File: src/rtl/ivl_hist_pkg.sv
// Shared helpers for the interval histogram counter.
// Assumes LEVELS >= 1.
package ivl_hist_pkg;
    // Width of an index that can name intervals 0..levels.
    function automatic int idx_width(input int levels);
        return $clog2(levels + 1);
    endfunction
endpackage

File: src/rtl/ivl_hist_index.sv
// Maps a comparator word onto its interval index by counting ones.
// Assumes nothing about the ordering of the word, so bubbles are tolerated.
module ivl_hist_index #(
    parameter int LEVELS = 16,
    parameter int IDXW   = 5
) (
    input  logic [LEVELS-1:0] word,
    output logic [IDXW-1:0]   index
);
    // Sum the set bits; the result is always within 0..LEVELS.
    always_comb begin
        index = '0;
        for (int b = 0; b < LEVELS; b++) begin
            index = index + IDXW'(word[b]);
        end
    end
endmodule

File: src/rtl/ivl_hist_batch.sv
// Batch sequencer: opens a batch on start, counts accepted samples,
// closes after 2**K of them with a one-cycle done pulse.
// Assumes start is a pulse; leaving calibration mode abandons the batch.
module ivl_hist_batch #(
    parameter int K = 6
) (
    input  logic clk,
    input  logic rst_n,
    input  logic cal_mode,
    input  logic start,
    input  logic sample_valid,
    output logic accept,
    output logic busy,
    output logic done
);
    localparam logic [K-1:0] LAST = '1;

    logic [K-1:0] seen_q;

    assign accept = busy && cal_mode && sample_valid;

    // Track the open batch, the number of samples taken and the end pulse.
    always_ff @(posedge clk) begin
        if (!rst_n) begin
            busy   <= 1'b0;
            done   <= 1'b0;
            seen_q <= '0;
        end else if (!cal_mode) begin
            busy   <= 1'b0;
            done   <= 1'b0;
        end else begin
            done <= 1'b0;
            if (!busy && start) begin
                busy   <= 1'b1;
                seen_q <= '0;
            end else if (accept) begin
                seen_q <= seen_q + 1'b1;
                if (seen_q == LAST) begin
                    busy <= 1'b0;
                    done <= 1'b1;
                end
            end
        end
    end
endmodule

File: src/rtl/ivl_hist_bins.sv
// Bank of saturating interval counters with a registered read port.
// Assumes clear has priority over an increment; out-of-range reads give 0.
module ivl_hist_bins #(
    parameter int NBINS = 17,
    parameter int IDXW  = 5,
    parameter int CW    = 7
) (
    input  logic            clk,
    input  logic            rst_n,
    input  logic            clear,
    input  logic            inc,
    input  logic [IDXW-1:0] inc_idx,
    input  logic [IDXW-1:0] rd_idx,
    output logic [CW-1:0]   rd_data
);
    localparam logic [CW-1:0] TOP = '1;

    logic [NBINS*CW-1:0] flat;

    for (genvar g = 0; g < NBINS; g++) begin : g_bin
        logic [CW-1:0] c_q;
        // One counter per interval, stuck at its ceiling once reached.
        always_ff @(posedge clk) begin
            if (!rst_n || clear) begin
                c_q <= '0;
            end else if (inc && inc_idx == IDXW'(g) && c_q != TOP) begin
                c_q <= c_q + 1'b1;
            end
        end
        assign flat[g*CW +: CW] = c_q;
    end

    // Registered read of the selected interval.
    always_ff @(posedge clk) begin
        if (!rst_n) begin
            rd_data <= '0;
        end else if (int'(rd_idx) < NBINS) begin
            rd_data <= flat[int'(rd_idx)*CW +: CW];
        end else begin
            rd_data <= '0;
        end
    end
endmodule

File: src/rtl/ivl_hist.sv
// Interval histogram counter top: index decode, batch control, counter bank.
// Assumes the controller drives cal_mode as a level and start/clear as pulses.
module ivl_hist #(
    parameter int LEVELS = 16,
    parameter int K      = 6,
    localparam int IDXW  = ivl_hist_pkg::idx_width(LEVELS)
) (
    input  logic              clk,
    input  logic              rst_n,
    input  logic              cal_mode,
    input  logic              clear,
    input  logic              start,
    input  logic              sample_valid,
    input  logic [LEVELS-1:0] thermo,
    input  logic [IDXW-1:0]   rd_idx,
    output logic [K:0]        rd_data,
    output logic              busy,
    output logic              done
);
    localparam int NBINS = LEVELS + 1;
    localparam int CW    = K + 1;

    logic [IDXW-1:0] sample_idx;
    logic            accept;

    ivl_hist_index #(.LEVELS(LEVELS), .IDXW(IDXW)) u_index (
        .word  (thermo),
        .index (sample_idx)
    );

    ivl_hist_batch #(.K(K)) u_batch (
        .clk          (clk),
        .rst_n        (rst_n),
        .cal_mode     (cal_mode),
        .start        (start),
        .sample_valid (sample_valid),
        .accept       (accept),
        .busy         (busy),
        .done         (done)
    );

    ivl_hist_bins #(.NBINS(NBINS), .IDXW(IDXW), .CW(CW)) u_bins (
        .clk     (clk),
        .rst_n   (rst_n),
        .clear   (clear),
        .inc     (accept),
        .inc_idx (sample_idx),
        .rd_idx  (rd_idx),
        .rd_data (rd_data)
    );
endmodule

File: config.mk
export PLATFORM = sky130hd
export DESIGN_NAME = ivl_hist
export DESIGN_NICKNAME = d
export VERILOG_FILES = /design/src/rtl/ivl_hist_pkg.sv /design/src/rtl/ivl_hist_index.sv /design/src/rtl/ivl_hist_batch.sv /design/src/rtl/ivl_hist_bins.sv /design/src/rtl/ivl_hist.sv
export SDC_FILE = /design/constraint.sdc
export NUM_CORES = 1
export LEC_CHECK = 0
export BUFFER_PORTS_ARGS = -buffer_cell sky130_fd_sc_hd__buf_2
export CORE_AREA = 2 2 127 129
export CTS_CLUSTER_SIZE = 30
export DETAILED_ROUTE_END_ITERATION = 6
export DIE_AREA = 0 0 129 131
export PLACE_DENSITY = 0.71
export SKIP_CTS_REPAIR_TIMING = 1
export SLEW_MARGIN = 20
export SYNTH_ARGS = -nofsm -noshare
export SYNTH_HDL_FRONTEND = slang
export SYNTH_HIERARCHICAL = 1
export SYNTH_SLANG_ARGS = --single-unit
export TNS_END_PERCENT = 1
File: constraint.sdc
create_clock -name clk -period 5.55 [get_ports clk]
set_input_delay 0.2775 -clock clk [delete_from_list [all_inputs] [get_ports clk]]
set_output_delay 0.2775 -clock clk [all_outputs]
set_load 0.02 [all_outputs]
# Yosys cells after proc, flatten, opt, wreduce, memory -nomap -nowiden
# Cells that the tools add are included.
# Widths: inputs -> output; s select.
# word_totals
ff_bits,134
in_bits,27
output_inout_bits,9
wordCells,148
# classes
n_addsub,33
n_mul,1
order_cmp,1
eq_ne,34
shift,1
n_mux,6
bitwise,3
reduce_logical,48
# op_table
operator,n
$add 7x1->7 const B,17
$ne 7x7->1 const B,17
$shiftx 119x32->7,1
$add 5x1->5,14
$eq 5x4->1 const B,8
$logic_and 1x1->1,37
$eq 5x3->1 const B,4
$mux 6,2
$eq 5x2->1 const B,2
$mul 5x3->8 const B,1
$reduce_and 2->1,4
$add 6x1->6 const B,1
$eq 6x6->1 const B,1
$eq 5x1->1 const B,1
$eq 5x5->1 const B,1
$logic_not 5->1,1
$lt 5x5->1 const B,1
$mux 1,4
$reduce_bool 2->1,2
$reduce_or 4->1,1
$not 1->1,3
$add 1x1->2,1
$logic_not 1->1,2
$logic_or 1x1->1,1

# Depth between registers and ports, before layout
# depth
depth_word,18
mapped_depth,18
depth_no_buf,16

# Cells and area by module
# The synthesis kept the hierarchy.
# by_module_without_submodules
module,n_inst,cells_each,area_each_um2,seq_area_each_um2
ivl_hist_bins,1,720,6841.6,2522.4
ivl_hist_index,1,47,407.9,0.0
ivl_hist_batch,1,41,367.9,160.2

# Least setup slack after synthesis
# Ideal clock, no wire load.
# synth_path
path_kind,input -> register
startpoint,input thermo[0]
endpoint,register u_bins.g_bin[8].c_q[4]
setup_time_ns,0.070
t_arrival_ns,4.598
required_time_ns,5.480
slack_ns,0.882
path_stages,16
n_path_buf,2
path_cell_list,inv_1 > fa_1 > fa_1 > fa_1 > fa_1 > inv_1 > ha_1 > inv_1 > fa_1 > inv_1 > buf_2 > or4b_4 > buf_6 > a311o_1 > or3_1 > a21oi_1
# synth_between
elab_chain_cells,18
# synth_lines
item,line_no,source
"start, declared",ivl_hist.sv:14,"input logic [LEVELS-1:0] thermo,"
$add 1x1->2,ivl_hist_index.sv:14,index = index + IDXW'(word[b]);
$add 5x1->5 (14 in a row),ivl_hist_index.sv:14,
net sample_idx[1],ivl_hist.sv:23,logic [IDXW-1:0] sample_idx;
$eq 5x4->1,ivl_hist_bins.sv:26,end else if (inc && inc_idx == IDXW'(g) && c_q != TOP) begin
$logic_and 1x1->1 (2 in a row),ivl_hist_bins.sv:26,
"end signal, assigned",ivl_hist_bins.sv:27,c_q <= c_q + 1'b1;
"end, declared",ivl_hist_bins.sv:21,logic [CW-1:0] c_q;
# The timed path passes the listed nets, and every way through them passes these cells.
# A chain may end at the register's enable or synchronous reset.

# Worst setup path in the final report
# layout_path
startpoint,input thermo[0]
endpoint,register u_bins.g_bin[14].c_q[3]
# layout_between
elab_chain_cells,18
# layout_lines
item,line_no
$add 1x1->2,ivl_hist_index.sv:14
$add 5x1->5 (14 in a row),ivl_hist_index.sv:14
net sample_idx[2],ivl_hist.sv:23
$eq 5x4->1,ivl_hist_bins.sv:26
$logic_and 1x1->1 (2 in a row),ivl_hist_bins.sv:26
"end signal, assigned",ivl_hist_bins.sv:27
"end, declared",ivl_hist_bins.sv:21
# The timed path passes the listed nets, and every way through them passes these cells.

==> run_results.csv <==
group,metric,value,unit
die,io_pins,36,
sta,holdWs,0.151,ns
cells_and_area,antenna_cells,0,
clock_tree,root_buffer,"clkbuf_16",
flow_run,max_cap_viol_count,0,
setup_path,endpoint_kind,"flop",
run_status,outcome,"complete, no violations",
sta,fmax,208,MHz
global_route,grt_use_total,21.8,%
sta,layout_setup_ws,0.752,ns
sta,post-route-period-util,86.4,%
sta,hold_viol,0,
setup_path,r2r-start,"u_batch/busy$_SDFFE_PN0P_",
die,num_rows,46,
setup_path,path_delay_family,"adder cells",
sta,maxSlewHeadroom,46.1,%
placement,portBuffers,35,
setup_path,cpPeakStageDelay,0.68,ns
detailed_routing,dr.first_iter.drc_count,446,
hold_path,min_to,"u_batch/busy$_SDFFE_PN0P_",
setup_path,cp.arrival,5.15,ns
sta,final.setup.tns,0,ns
setup_path,reg2reg_depth,6,
power_and_ir_drop,p_leak,3.34,nW
detailed_routing,wl_per_cell,16.5,um
sta,rsz0062_at_grt,"no",
logic_synthesis,synth-edff-count,0,
sta,finalSetupViolations,0,
detailed_routing,vias_per_cell,5.88,
detailed_routing,drc,0,
setup_path,required,5.90,ns
power_and_ir_drop,irDropWorstVdd,0.311,mV
die,die_h,131,um
detailed_routing,drtAntennaViolNets,0,
placement,dpl_worst_slack,0.364,ns
global_route,first_global_vias,5608,
cells_and_area,final_layout_size_suffix_gt1_share,17.6,%
global_route,grt_pass1_wl,28700,um
die,die_width,129,um
cells_and_area,final_common_cell,"dfxtp_1",
logic_synthesis,synth-main-ff-cell,"dfxtp_1",
clock_tree,cts_buffer_depth,2,
logic_synthesis,synthArstFlopShare,0,%
hold_path,hold_path_class,"input pin to flop",
setup_path,r2r_slack,3.08,ns
sta,worst_pin_slew,0.797,ns
setup_path,worstPathMaxFanout,8,
sta,min_period,4.80,ns
logic_synthesis,synth-seq-cells,134,
cells_and_area,layout.nets,886,
logic_synthesis,ys_types,54,
logic_synthesis,seq_area_frac_synth,35.2,%
clock_tree,clk_pin_slew,0.06,ns
logic_synthesis,syn-cell-area,7620,um^2
placement,dp_hpwl,12200,um
detailed_routing,vias,6206,
setup_path,worst_path_max_delay_cell,"a311oi_2",
clock_tree,cts_made_buffers,17,
global_route,grt.overflow.total,0,
setup_path,startpoint_type,"input pin",
logic_synthesis,synth_area_leaders,"dfxtp_1 (35%), mux4_2 (8.3%), mux2i_1 (7.2%)",
detailed_routing,drtPass1Iterations,6,
hold_path,min_path_cells,3,
clock_tree,clk_latency,0.43,ns
power_and_ir_drop,power,0.00269,W
logic_synthesis,yosysTopAreaCellShare,35.2,%
die,coreArea,15600,um^2
logic_synthesis,syn_nets,868,
clock_tree,tritoncts,"built",
sta,drv_slew,0,
cells_and_area,syn2layout_area_growth,12.7,%
cells_and_area,layout_common_cells,"dfxtp_1 (134), nor2_1 (73), nand2_1 (56)",
detailed_routing,wl,17400,um
placement,gp_congestion,0.864,
placement,place_inst,1023,
setup_path,criticalPathCategory,"input pin to flop",
power_and_ir_drop,powerDensity,314,nW/um^2
die,initial_core_util,48.8,%
global_route,antenna_found_initial,0,
hold_path,worstHoldStart,"start",
global_route,grt_max_degree,75,
setup_path,cpMostUsedCell,"fa_1",
clock_tree,h-tree-depth,4,
logic_synthesis,syn-instance-count,808,
setup_path,rr_endpoint,"u_bins/g_bin[3].c_q[2]$_SDFFE_PP0P_",
setup_path,path_buf_inv,4,
logic_synthesis,ys_warn_count,6,
sta,skew,0.00594,ns
die,die_area,16900,um^2
cells_and_area,final_cell_count_no_fill,1055,
setup_path,crit_chain,"buf_2 -> inv_1 -> fa_1 -> fa_1 -> fa_1 -> fa_1 -> inv_1 -> ha_1 -> inv_1 -> fa_1 -> xnor2_1 -> nand2_1 -> a311oi_2 -> and3_1 -> mux2i_1",
logic_synthesis,yosys.area.top_type,"dfxtp_1",
logic_synthesis,syn-mean-instance-area,9.43,um^2
clock_tree,cts_sinks,134,
## metal layers
| metal | part of all wire, % | GRT usage, % | vias up |
|---|---|---|---|
| met5 | 0 | 0 | - |
| met4 | 1.9 | 8.06 | 0 |
| met3 | 4.8 | 4.56 | 24 |
| met2 | 46 | 34.6 | 172 |
| met1 | 47 | 29.4 | 2999 |
| li1 | - | - | 3011 |
## state kept, by name, indices dropped and copies added, names as in the netlist
signal and cells:
u_batch/busy 1, u_batch/done 1, u_batch/seen_q 6, u_bins/g_bin.c_q 119, u_bins/rd_data 7
## logic make-up after synthesis
| logic type | count (synthesis) | synth area share, % |
|---|---|---|
| and+or+nand+nor | 308 | 21.5 |
| AOI/OAI and AO/OA | 146 | 14.8 |
| DFF | 134 | 35.2 |
| buffers and inverters | 86 | 4.50 |
| muxes | 84 | 15.7 |
| adders and majority gates | 33 | 6.41 |
| xor gates and xnor gates | 17 | 1.95 |
## cells in the mapped netlist (11+ instances only)
| cell | instances |
|---|---|
| dfxtp_1 | 134 |
| nor2_1 | 73 |
| nand2_1 | 56 |
| mux2i_1 | 55 |
| a21oi_1 | 49 |
| inv_1 | 45 |
| nand2b_1 | 31 |
| nand4_1 | 30 |
| and2_1 | 29 |
| mux4_2 | 28 |
| clkbuf_1 | 27 |
| a31o_2 | 25 |
| ha_1 | 23 |
| nand3_1 | 23 |
| and3_1 | 20 |
| xnor2_1 | 17 |
| a41oi_1 | 13 |
| a311oi_2 | 12 |
| o21ai_0 | 12 |
| or4_1 | 11 |
## worst max path at each step
stage                     startpoint                                   end  cells after the start
final                      thermo[0]  u_bins/g_bin[14].c_q[3]$_SDFFE_PP0P_                     15
after CTS                  thermo[0]  u_bins/g_bin[14].c_q[3]$_SDFFE_PP0P_                     15
after detailed placement   thermo[0]  u_bins/g_bin[14].c_q[3]$_SDFFE_PP0P_                     15
after floorplan            thermo[0]   u_bins/g_bin[8].c_q[4]$_SDFFE_PP0P_                     16
after global routing       thermo[0]  u_bins/g_bin[14].c_q[3]$_SDFFE_PP0P_                     15
after global placement     thermo[0]  u_bins/g_bin[14].c_q[3]$_SDFFE_PP0P_                     15
## where the power goes
| part | internal [W] | switching (W) | leakage [nW] |
|---|---|---|---|
| combinational | 0.000156 | 0.000357 | 1.95 |
| clock | 0.000785 | 0.000428 | 0.308 |
| sequential | 0.000964 | 0.00000189 | 1.08 |
## cell type report
| cell class | count | area [um^2] |
|---|---|---|
| Fill cell | 1394 | 7010 |
| Multi-Input combinational cell | 588 | 4610 |
| Sequential cell | 134 | 2680 |
| Clock buffer | 20 | 467 |
| Tap cell | 216 | 270 |
| Timing Repair Buffer | 40 | 213 |
| Clock inverter | 12 | 175 |
| Inverter | 45 | 169 |
## per-stage QoR
step	cell area, um^2	utilization [%]
finish	8580	55.0
global route	8580	55.0
CTS	8580	55.0
detailed placement	7940	50.9
global placement	7940	50.9
floorplan	7620	-
## tightest hold or removal path, delay by kind of cell
family / cells / cell delay [ns]
AND/OR/NAND/NOR: 1 / 0.07
buffers and inverters: 1 / 0.11
AO/OA/AOI/OAI: 1 / 0.08
No activity file was read; power rests on OpenSTA's default activity.
